$ cat src/rtl/iwa_pkg.sv
package iwa_pkg;

   // Instruction length in words; the numeric value is the word count.
   typedef enum logic [1:0] {
      LEN_ONE   = 2'd1,
      LEN_TWO   = 2'd2,
      LEN_THREE = 2'd3
   } ilen_e;

   // Number of words an instruction may carry after its opcode word.
   localparam int unsigned MAX_EXT_WORDS = 2;

endpackage

$ cat src/rtl/iwa_len_classify.sv
module iwa_len_classify
   import iwa_pkg::*;
#(
   parameter int unsigned OP_W = 8
) (
   input  logic [OP_W-1:0] opcode,
   output ilen_e           len,
   output logic            illegal
);

   generate
      if (OP_W != 8) begin : g_bad_op_w
         $error("iwa_len_classify: opcode table is defined for 8-bit opcodes");
      end
   endgenerate

   always_comb begin
      len     = LEN_ONE;
      illegal = 1'b0;
      case (opcode) inside
         // two words: opcode word plus constant or local address
         8'h08, 8'h0C, 8'h10, [8'h80:8'h89], 8'hC0, 8'hC4:
            len = LEN_TWO;
         // three words: opcode, address high word, address low word
         8'h09, 8'h11, 8'hC1, 8'hC5:
            len = LEN_THREE;
         // defined single-word operations
         8'h0A, 8'h12, 8'h20,
         [8'h40:8'h43], [8'h45:8'h48], [8'h55:8'h57], 8'h65, 8'h75,
         8'hC2, 8'hC8, 8'hC9, 8'hD0, 8'hD1, [8'hE0:8'hE3], 8'hFF:
            len = LEN_ONE;
         default:
            illegal = 1'b1;
      endcase
   end

endmodule

$ cat src/rtl/iwa_collector.sv
module iwa_collector
   import iwa_pkg::*;
#(
   parameter int unsigned WORD_W = 16,
   parameter int unsigned N_EXT  = MAX_EXT_WORDS
) (
   input  logic              clk,
   input  logic              rst,
   input  logic              in_valid,
   output logic              in_ready,
   input  logic [WORD_W-1:0] in_word,
   input  ilen_e             first_len,
   input  logic              first_illegal,
   output logic              rec_valid,
   input  logic              rec_ready,
   output logic [WORD_W-1:0] word0_q,
   output logic [WORD_W-1:0] ext_q [N_EXT],
   output ilen_e             len_q,
   output logic              illegal_q
);

   localparam int unsigned CNT_W = $clog2(N_EXT + 1);

   generate
      if (N_EXT != 2) begin : g_bad_n_ext
         $error("iwa_collector: length encoding supports exactly two extension words");
      end
   endgenerate

   logic [CNT_W-1:0] cnt_q;   // words of the current instruction already taken
   logic             vld_q;
   logic             take;

   assign in_ready  = !vld_q;
   assign take      = in_valid && in_ready;
   assign rec_valid = vld_q;

   always_ff @(posedge clk) begin
      if (rst) begin
         vld_q     <= 1'b0;
         cnt_q     <= '0;
         len_q     <= LEN_ONE;
         illegal_q <= 1'b0;
         word0_q   <= '0;
      end else begin
         if (vld_q && rec_ready) begin
            vld_q <= 1'b0;
         end
         if (take) begin
            if (cnt_q == '0) begin
               word0_q   <= in_word;
               len_q     <= first_len;
               illegal_q <= first_illegal;
               if (first_len == LEN_ONE) begin
                  vld_q <= 1'b1;
               end else begin
                  cnt_q <= CNT_W'(1);
               end
            end else if (cnt_q == CNT_W'(1)) begin
               if (len_q == LEN_TWO) begin
                  vld_q <= 1'b1;
                  cnt_q <= '0;
               end else begin
                  cnt_q <= CNT_W'(2);
               end
            end else begin
               vld_q <= 1'b1;
               cnt_q <= '0;
            end
         end
      end
   end

   // one holding register per extension slot
   generate
      for (genvar k = 0; k < N_EXT; k++) begin : g_ext
         always_ff @(posedge clk) begin
            if (rst) begin
               ext_q[k] <= '0;
            end else if (take && cnt_q == CNT_W'(k + 1)) begin
               ext_q[k] <= in_word;
            end
         end
      end
   endgenerate

   AST_CNT_IN_RANGE: assert property (@(posedge clk) disable iff (rst)
      cnt_q <= CNT_W'(N_EXT));

   AST_NO_PARTIAL_WHEN_FULL: assert property (@(posedge clk) disable iff (rst)
      vld_q |-> cnt_q == '0);

   AST_TWO_WORD_ENDS: assert property (@(posedge clk) disable iff (rst)
      take && cnt_q == CNT_W'(1) && len_q == LEN_TWO |=> vld_q);

endmodule

$ cat src/rtl/instr_word_assembler.sv
module instr_word_assembler
   import iwa_pkg::*;
#(
   parameter int unsigned WORD_W  = 16,
   parameter int unsigned OP_W    = 8,
   parameter int unsigned FIELD_W = 4,
   parameter int unsigned GADDR_W = 24
) (
   input  logic               clk,
   input  logic               rst,
   input  logic               in_valid,
   output logic               in_ready,
   input  logic [WORD_W-1:0]  in_word,
   output logic               out_valid,
   input  logic               out_ready,
   output logic [OP_W-1:0]    out_opcode,
   output logic [FIELD_W-1:0] out_rd,
   output logic [FIELD_W-1:0] out_rs,
   output logic [WORD_W-1:0]  out_imm,
   output logic [GADDR_W-1:0] out_gaddr,
   output logic [1:0]         out_len,
   output logic               out_illegal
);

   localparam int unsigned N_FIELD = (WORD_W - OP_W) / FIELD_W;
   localparam int unsigned HI_KEEP = GADDR_W - WORD_W;
   localparam int unsigned N_EXT   = MAX_EXT_WORDS;

   generate
      if (WORD_W != OP_W + N_FIELD * FIELD_W || N_FIELD != 2) begin : g_bad_fields
         $error("instr_word_assembler: word must hold opcode and two fields");
      end
      if (GADDR_W <= WORD_W || GADDR_W > 2 * WORD_W) begin : g_bad_gaddr
         $error("instr_word_assembler: global address must span two words");
      end
   endgenerate

   ilen_e             cls_len;
   logic              cls_illegal;
   logic [WORD_W-1:0] word0_q;
   logic [WORD_W-1:0] ext_q [N_EXT];
   ilen_e             len_q;
   logic              illegal_q;

   iwa_len_classify #(.OP_W(OP_W)) u_cls (
      .opcode  (in_word[WORD_W-1 -: OP_W]),
      .len     (cls_len),
      .illegal (cls_illegal)
   );

   iwa_collector #(.WORD_W(WORD_W), .N_EXT(N_EXT)) u_col (
      .clk           (clk),
      .rst           (rst),
      .in_valid      (in_valid),
      .in_ready      (in_ready),
      .in_word       (in_word),
      .first_len     (cls_len),
      .first_illegal (cls_illegal),
      .rec_valid     (out_valid),
      .rec_ready     (out_ready),
      .word0_q       (word0_q),
      .ext_q         (ext_q),
      .len_q         (len_q),
      .illegal_q     (illegal_q)
   );

   // operand fields of the opcode word, lowest first
   logic [FIELD_W-1:0] field [N_FIELD];
   generate
      for (genvar f = 0; f < N_FIELD; f++) begin : g_field
         assign field[f] = word0_q[f*FIELD_W +: FIELD_W];
      end
   endgenerate

   assign out_opcode  = word0_q[WORD_W-1 -: OP_W];
   assign out_rs      = field[0];
   assign out_rd      = field[1];
   assign out_len     = len_q;
   assign out_illegal = illegal_q;
   assign out_imm     = (len_q == LEN_TWO)   ? ext_q[0] : '0;
   assign out_gaddr   = (len_q == LEN_THREE) ? {ext_q[0][HI_KEEP-1:0], ext_q[1]} : '0;

   AST_RESET_IDLE: assert property (@(posedge clk)
      rst |=> !out_valid && in_ready);

   AST_RECORD_HELD: assert property (@(posedge clk) disable iff (rst)
      out_valid && !out_ready |=> out_valid && $stable(out_opcode) && $stable(out_rd)
         && $stable(out_rs) && $stable(out_imm) && $stable(out_gaddr)
         && $stable(out_len));

   AST_ILLEGAL_SHORT: assert property (@(posedge clk) disable iff (rst)
      out_valid && out_illegal |-> out_len == 2'd1 && out_gaddr == '0);

   AST_GLOBAL_LONG: assert property (@(posedge clk) disable iff (rst)
      out_valid && (out_opcode == 8'h09 || out_opcode == 8'h11 || out_opcode == 8'hC1
         || out_opcode == 8'hC5) |-> out_len == 2'd3 && out_imm == '0);

   AST_NOP_BARE: assert property (@(posedge clk) disable iff (rst)
      out_valid && out_opcode == 8'hFF |-> out_len == 2'd1 && out_imm == '0
         && out_gaddr == '0 && !out_illegal);

endmodule

$ cat config.mk
export PLATFORM = sky130hd
export DESIGN_NAME = instr_word_assembler
export DESIGN_NICKNAME = d
export VERILOG_FILES = /design/src/rtl/iwa_pkg.sv /design/src/rtl/iwa_len_classify.sv /design/src/rtl/iwa_collector.sv /design/src/rtl/instr_word_assembler.sv
export SDC_FILE = /design/constraint.sdc
export NUM_CORES = 1
export LEC_CHECK = 0
export BUFFER_PORTS_ARGS = -buffer_cell sky130_fd_sc_hd__buf_2
export CAP_MARGIN = 20
export CORE_AREA = 10 10 114 116
export CTS_CLUSTER_SIZE = 30
export DETAILED_ROUTE_END_ITERATION = 6
export DIE_AREA = 0 0 124 126
export GPL_ROUTABILITY_DRIVEN = 1
export SKIP_LAST_GASP = 1
export SYNTH_ARGS = -nofsm -noshare
export SYNTH_HDL_FRONTEND = slang
export SYNTH_HIERARCHICAL = 1
export SYNTH_SLANG_ARGS = --single-unit
$ cat constraint.sdc
create_clock -name clk -period 4.14 [get_ports clk]
set_clock_uncertainty 0.15 [all_clocks]
set_input_delay 0.414 -clock clk [delete_from_list [all_inputs] [get_ports clk]]
set_output_delay 0.414 -clock clk [all_outputs]
set_load 0.05 [all_outputs]
* After elaboration in Yosys (flattened, before gate mapping) *
Index checks and enable logic that the tools add are counted.

storage, ports and cells
  register bits after elaboration = 54
  input port bits = 20
  output and inout bits = 61
  logic and storage cells = 76

operators by class
  $lt $le $gt $ge = 10
  eq/ne operators = 26
  mux-type cells = 17
  reduce and logical (&&, ||, !) cells = 16

operator list
  cell                                                                                  count
  8-bit equality test (second input constant)                                           10
  8-bit by 4-bit equality test with 1-bit output (second input constant)                4
  8-bit by 5-bit equality test with 1-bit output (second input constant)                3
  8-bit by 7-bit greater-or-equal comparator with 1-bit output (second input constant)  3
  8-bit by 7-bit less-or-equal comparator with 1-bit output (second input constant)     3
  24-bit 2-to-1 mux                                                                     1
  8-bit by 7-bit equality test with 1-bit output (second input constant)                2
  8-bit greater-or-equal comparator (second input constant)                             2
  8-bit less-or-equal comparator (second input constant)                                2
  16-bit 2-to-1 mux                                                                     1
  15-bit OR reduction                                                                   1
  2-bit 2-to-1 mux                                                                      6
  1-bit logical AND                                                                     9
  1-bit 2-to-1 mux                                                                      9
  8-bit by 6-bit equality test with 1-bit output (second input constant)                1
  2-bit equality test (second input constant)                                           3
  6-bit OR reduction                                                                    1
  2-bit by 1-bit equality test with 1-bit output (second input constant)                2
  2-bit AND reduction                                                                   2
  4-bit OR reduction                                                                    1
  2-bit logical NOT                                                                     1
  2-bit inequality test (second input constant)                                         1
  1-bit logical NOT                                                                     1

* Depth between registers and ports, before layout *
  depth in word-level cells = 8
  gate-level depth with buffers = 8
  gate-level depth less buffers = 7

* Hierarchy *
The synthesis kept the hierarchy.

by module, submodules not included
  module                instances  cells each  area each (um^2)  seq. area each (um^2)
  iwa_collector         1          246         2,024.4           1,081.0
  instr_word_assembler  1          48          330.3             0.0
  iwa_len_classify      1          43          295.3             0.0

* Least setup slack after synthesis *
No wires, ideal clock.

  kind = input to register
  start = in in_word[13]
  end = reg u_col.cnt_q[0]
  library setup time = 0.070 ns
  data arrival time = 2.177 ns
  required time = 3.920 ns
  slack = 1.743 ns
  stages on the path = 7
  path buffers = 1
  path through = buf_6 or4_4 nor4_4 a311oi_2 nor2b_1 or4_2 a21oi_1

between the ends
  longest elaborated chain between the ends = 7
  elaborated cells on any way between the ends = 19
  those cells by class = order compare (2); eq/ne (11); mux (2); reduce/logical (4)

ends and longest elaborated chain
  element                                                                                        RTL line                    source
  start: declaration                                                                             instr_word_assembler.sv:13  input logic [WORD_W-1:0] in_word,
  8-bit greater-or-equal comparator (no line) or 8-bit less-or-equal comparator (tied branches)  --
  1-bit logical AND (no line)                                                                    --
  6-bit OR reduction *                                                                           iwa_len_classify.sv:20      case (opcode) inside
  2-bit 2-to-1 mux *                                                                             iwa_len_classify.sv:20
  net cls_len[0]                                                                                 instr_word_assembler.sv:38  ilen_e cls_len;
  2-bit by 1-bit equality test with 1-bit output *                                               iwa_collector.sv:54         if (first_len == LEN_ONE) begin
  2-bit inequality test (no line) *                                                              --
  2-bit AND reduction (no line) *                                                                --
  end signal: assignment                                                                         iwa_collector.sv:57         cnt_q <= CNT_W'(1);
  end signal: assignment                                                                         iwa_collector.sv:62         cnt_q <= '0;
  end signal: assignment                                                                         iwa_collector.sv:64         cnt_q <= CNT_W'(2);
  end: declaration                                                                               iwa_collector.sv:30         logic [CNT_W-1:0] cnt_q;

The timed path passes the listed nets; every way through them passes the cells marked *.
A chain may end at the register's enable or synchronous reset.

* Worst setup path after layout *
Ends and elaborated chain as after synthesis.

==> run metrics <==
# diodes=0; worst min path class=primary input to flip-flop; Longest Clk Path Bufs=2; Cells on Worst Hold Path=3; final RePlAce weighted congestion=0.8014; crit path capture type=flip-flop; TritonCTS clock tree=yes; max-cap violations=0; switch share=28.74%; Power Density=327.2 mW/mm2; CTS buffer count=5; DRC viols=0; Worst Hold Launch=in_word[0]; die height=126 um; FFs w/ async S/R, synth=0%; final setup violation count=0; reg-to-reg startpoint=u_col/cnt_q[0]; cts-stage hold buffer count=0; first-pass GRT wire length=13280 um; crit share post-route=55.36%; Syn Area/Cell=7.864 um2; Design Area, Final=0.003211 mm2; Pins Over Slew Limit=0; Clock Latency Late Sink=0.30 ns; #FFs+latches synth=54; Rel. slew slack=31.86%; clock-pin slew on the worst setup and hold paths=0.10 ns; crit path kind=primary input to flip-flop; 1st-pass router iterations=4; CP Launch Type=primary input; Clock Tree Root=clkbuf_8; Setup WS pre-CTS=1.574 ns; First DRT Iteration DRCs=201; top cells by count, synth=nand2_1 (104), a21oi_1 (56), dfxtp_1 (54); Die W=124 um; Final #Nets=418; post-synth top area cell=dfxtp_1; r2r setup slk=2.16 ns; status=complete, no violations; Mapped Area=0.002650 mm2; Gate power share=15.9%; Antenna Violating Nets Remaining=0; Int Pwr=0.7486 mW; Synthesized Nets=357; via count=2570; io pins=81; synth warn=6; area grow syn2layout=21.15%; share of power burned in registers=52.0%; Syn Inst Count=337; setup ws final=1.848 ns; Post-Route WL=8631 um; vias in the first global route=2463; Buf/Inv on CP=1; FP Rows=38; Hold Path Sink=u_col/word0_q[0]; drt wl/cell=16.01 um; largest net degree at the start of global routing=56; clock share of power=32.1%; RSZ-0062 raised after global routing=no; Critical Path AT=2.36 ns; Vias/cell=4.768; Primary FF master, synth=dfxtp_1; worst reg-to-reg path cell count=3; worst-margin pin slew=1.022 ns; RR Endpoint=u_col/word0_q[12]; core box area=0.01070 mm2; Seq/Total Area, Yosys=40.79%; starting density of the core=24.77%; DP Wirelength=6194 um; CP cell instances=buf_2, or4_4, nor4_4, a311oi_2, nand2_2, nor2b_1, or4_2, a21oi_1; multi-input logic area=0.001386 mm2; Final Hold Violating Endpoints=0; Yosys cell types=45; leakage power=1.480 nW; total global-route track usage=10.57%; Crit Path Max Fanout=12; post-cts resize count=0; Post-synth EDFFs=0; fin util=30.01%; share of the synthesized area in the top cell type=40.79%; placed cell area=0.003058 mm2; Sequential Area=0.001081 mm2; CP max stage cell=or4_4; CP Data Required Time=4.21 ns; initial antenna violation count=0; H-tree depth=2; fmax=0.4363 GHz; Post-CTS Setup Bufs=0; count leader, synth=nand2_1; switching pwr=0.3020 mW; hold_ws=0.2250 ns; layout cells sized above 1=26.07%; top cell family by delay on the critical path=simple AND/OR/NAND/NOR gates; Synth area leaders=dfxtp_1 (41%), nand2_1 (15%), a21oi_1 (11%), and3_1 (5.7%), and3b_1 (5.3%); # fillers=1186; Overflow after GRT=0; Fin Setup TNS=0 ns; number of port buffers=80; die area=0.01562 mm2; # clock sinks=54; post-layout minimum cycle time=2.292 ns; VDD IR max=0.1908 mV; Max stage delay on crit path=0.56 ns
## power groups by stage
stage	Combinational, mW	Clock (mW)	Sequential [mW]
floorplan	0.0739	0	0.602
global placement	0.161	0	0.559
detailed placement	0.164	0	0.560
CTS	0.164	0.354	0.548
global route	0.181	0.377	0.550
finish	0.167	0.337	0.547
## cells in the final DEF (no fill, tap or decap), types with 2 or more instances in the layout
| master | instances |
|---|---|
| nand2_1 | 104 |
| buf_2 | 80 |
| a21oi_1 | 56 |
| dfxtp_1 | 54 |
| and3_1 | 24 |
| and3b_1 | 16 |
| clkbuf_8 | 8 |
| nor2_1 | 8 |
| o21ai_0 | 4 |
| nand2b_1 | 4 |
| nor3_1 | 4 |
| or3_1 | 2 |
| inv_1 | 2 |
| and4bb_2 | 2 |
| nand4bb_1 | 2 |
## cell type report
| cell class | instances | share of cell area (%) |
|---|---|---|
| inverter | 2 | 0.2338 |
| clock buffer | 8 | 3.429 |
| tap | 140 | 5.456 |
| multi-input combinational | 252 | 43.18 |
| sequential | 54 | 33.67 |
| timing repair buffer | 83 | 14.03 |
## worst max-delay path by stage
stage,startpoint,to,slack (ns),cells past startpoint
after floorplan,in_word[13],u_col/cnt_q[0],1.74,7
after global placement,in_word[13],u_col/cnt_q[0],1.60,7
after detailed placement,in_word[13],u_col/cnt_q[0],1.57,8
after CTS,u_col/len_q[0],out_gaddr[1],1.53,2
after global routing,u_col/len_q[1],out_imm[8],1.72,3
final,in_word[13],u_col/cnt_q[0],1.85,8
## routing by layer
metal  global-route usage [%]  routed length, um
met5                        0                  0
met1                    13.60               3818
met3                    2.815                695
met2                    16.99               4013
met4                    2.710                103
## through the flow
step	cells	power (mW)
3_3_place_gp	529	0.7207
4_1_cts	537	1.066
5_1_grt	539	1.108
6_report	539	1.051
2_1_floorplan	337	0.6755
3_5_place_dp	529	0.7236
## cell families (layout without fill, tap and decap cells)
kind of cell	Yosys count	in the layout	synth area share (%)
AOI/OAI and AO/OA	67	67	13.83
DFF	54	54	40.79
and+or+nand+nor	184	184	38.10
buffers and inverters	31	93	6.893
muxes	1	1	0.3777
## state kept, by name, indices dropped and copies added (netlist names)
name	flops
u_col/word0_q	16
u_col/illegal_q	1
u_col/cnt_q	2
u_col/len_q	2
u_col/ext_q	32
u_col/rec_valid	1
## tightest hold or removal path, delay by kind of cell
family | cells | cell delay [ns]
AOI/OAI and AO/OA | 1 | 0.05
and+or+nand+nor | 1 | 0.05
buffers and inverters | 1 | 0.12
Power figures use the tool's default switching activity.
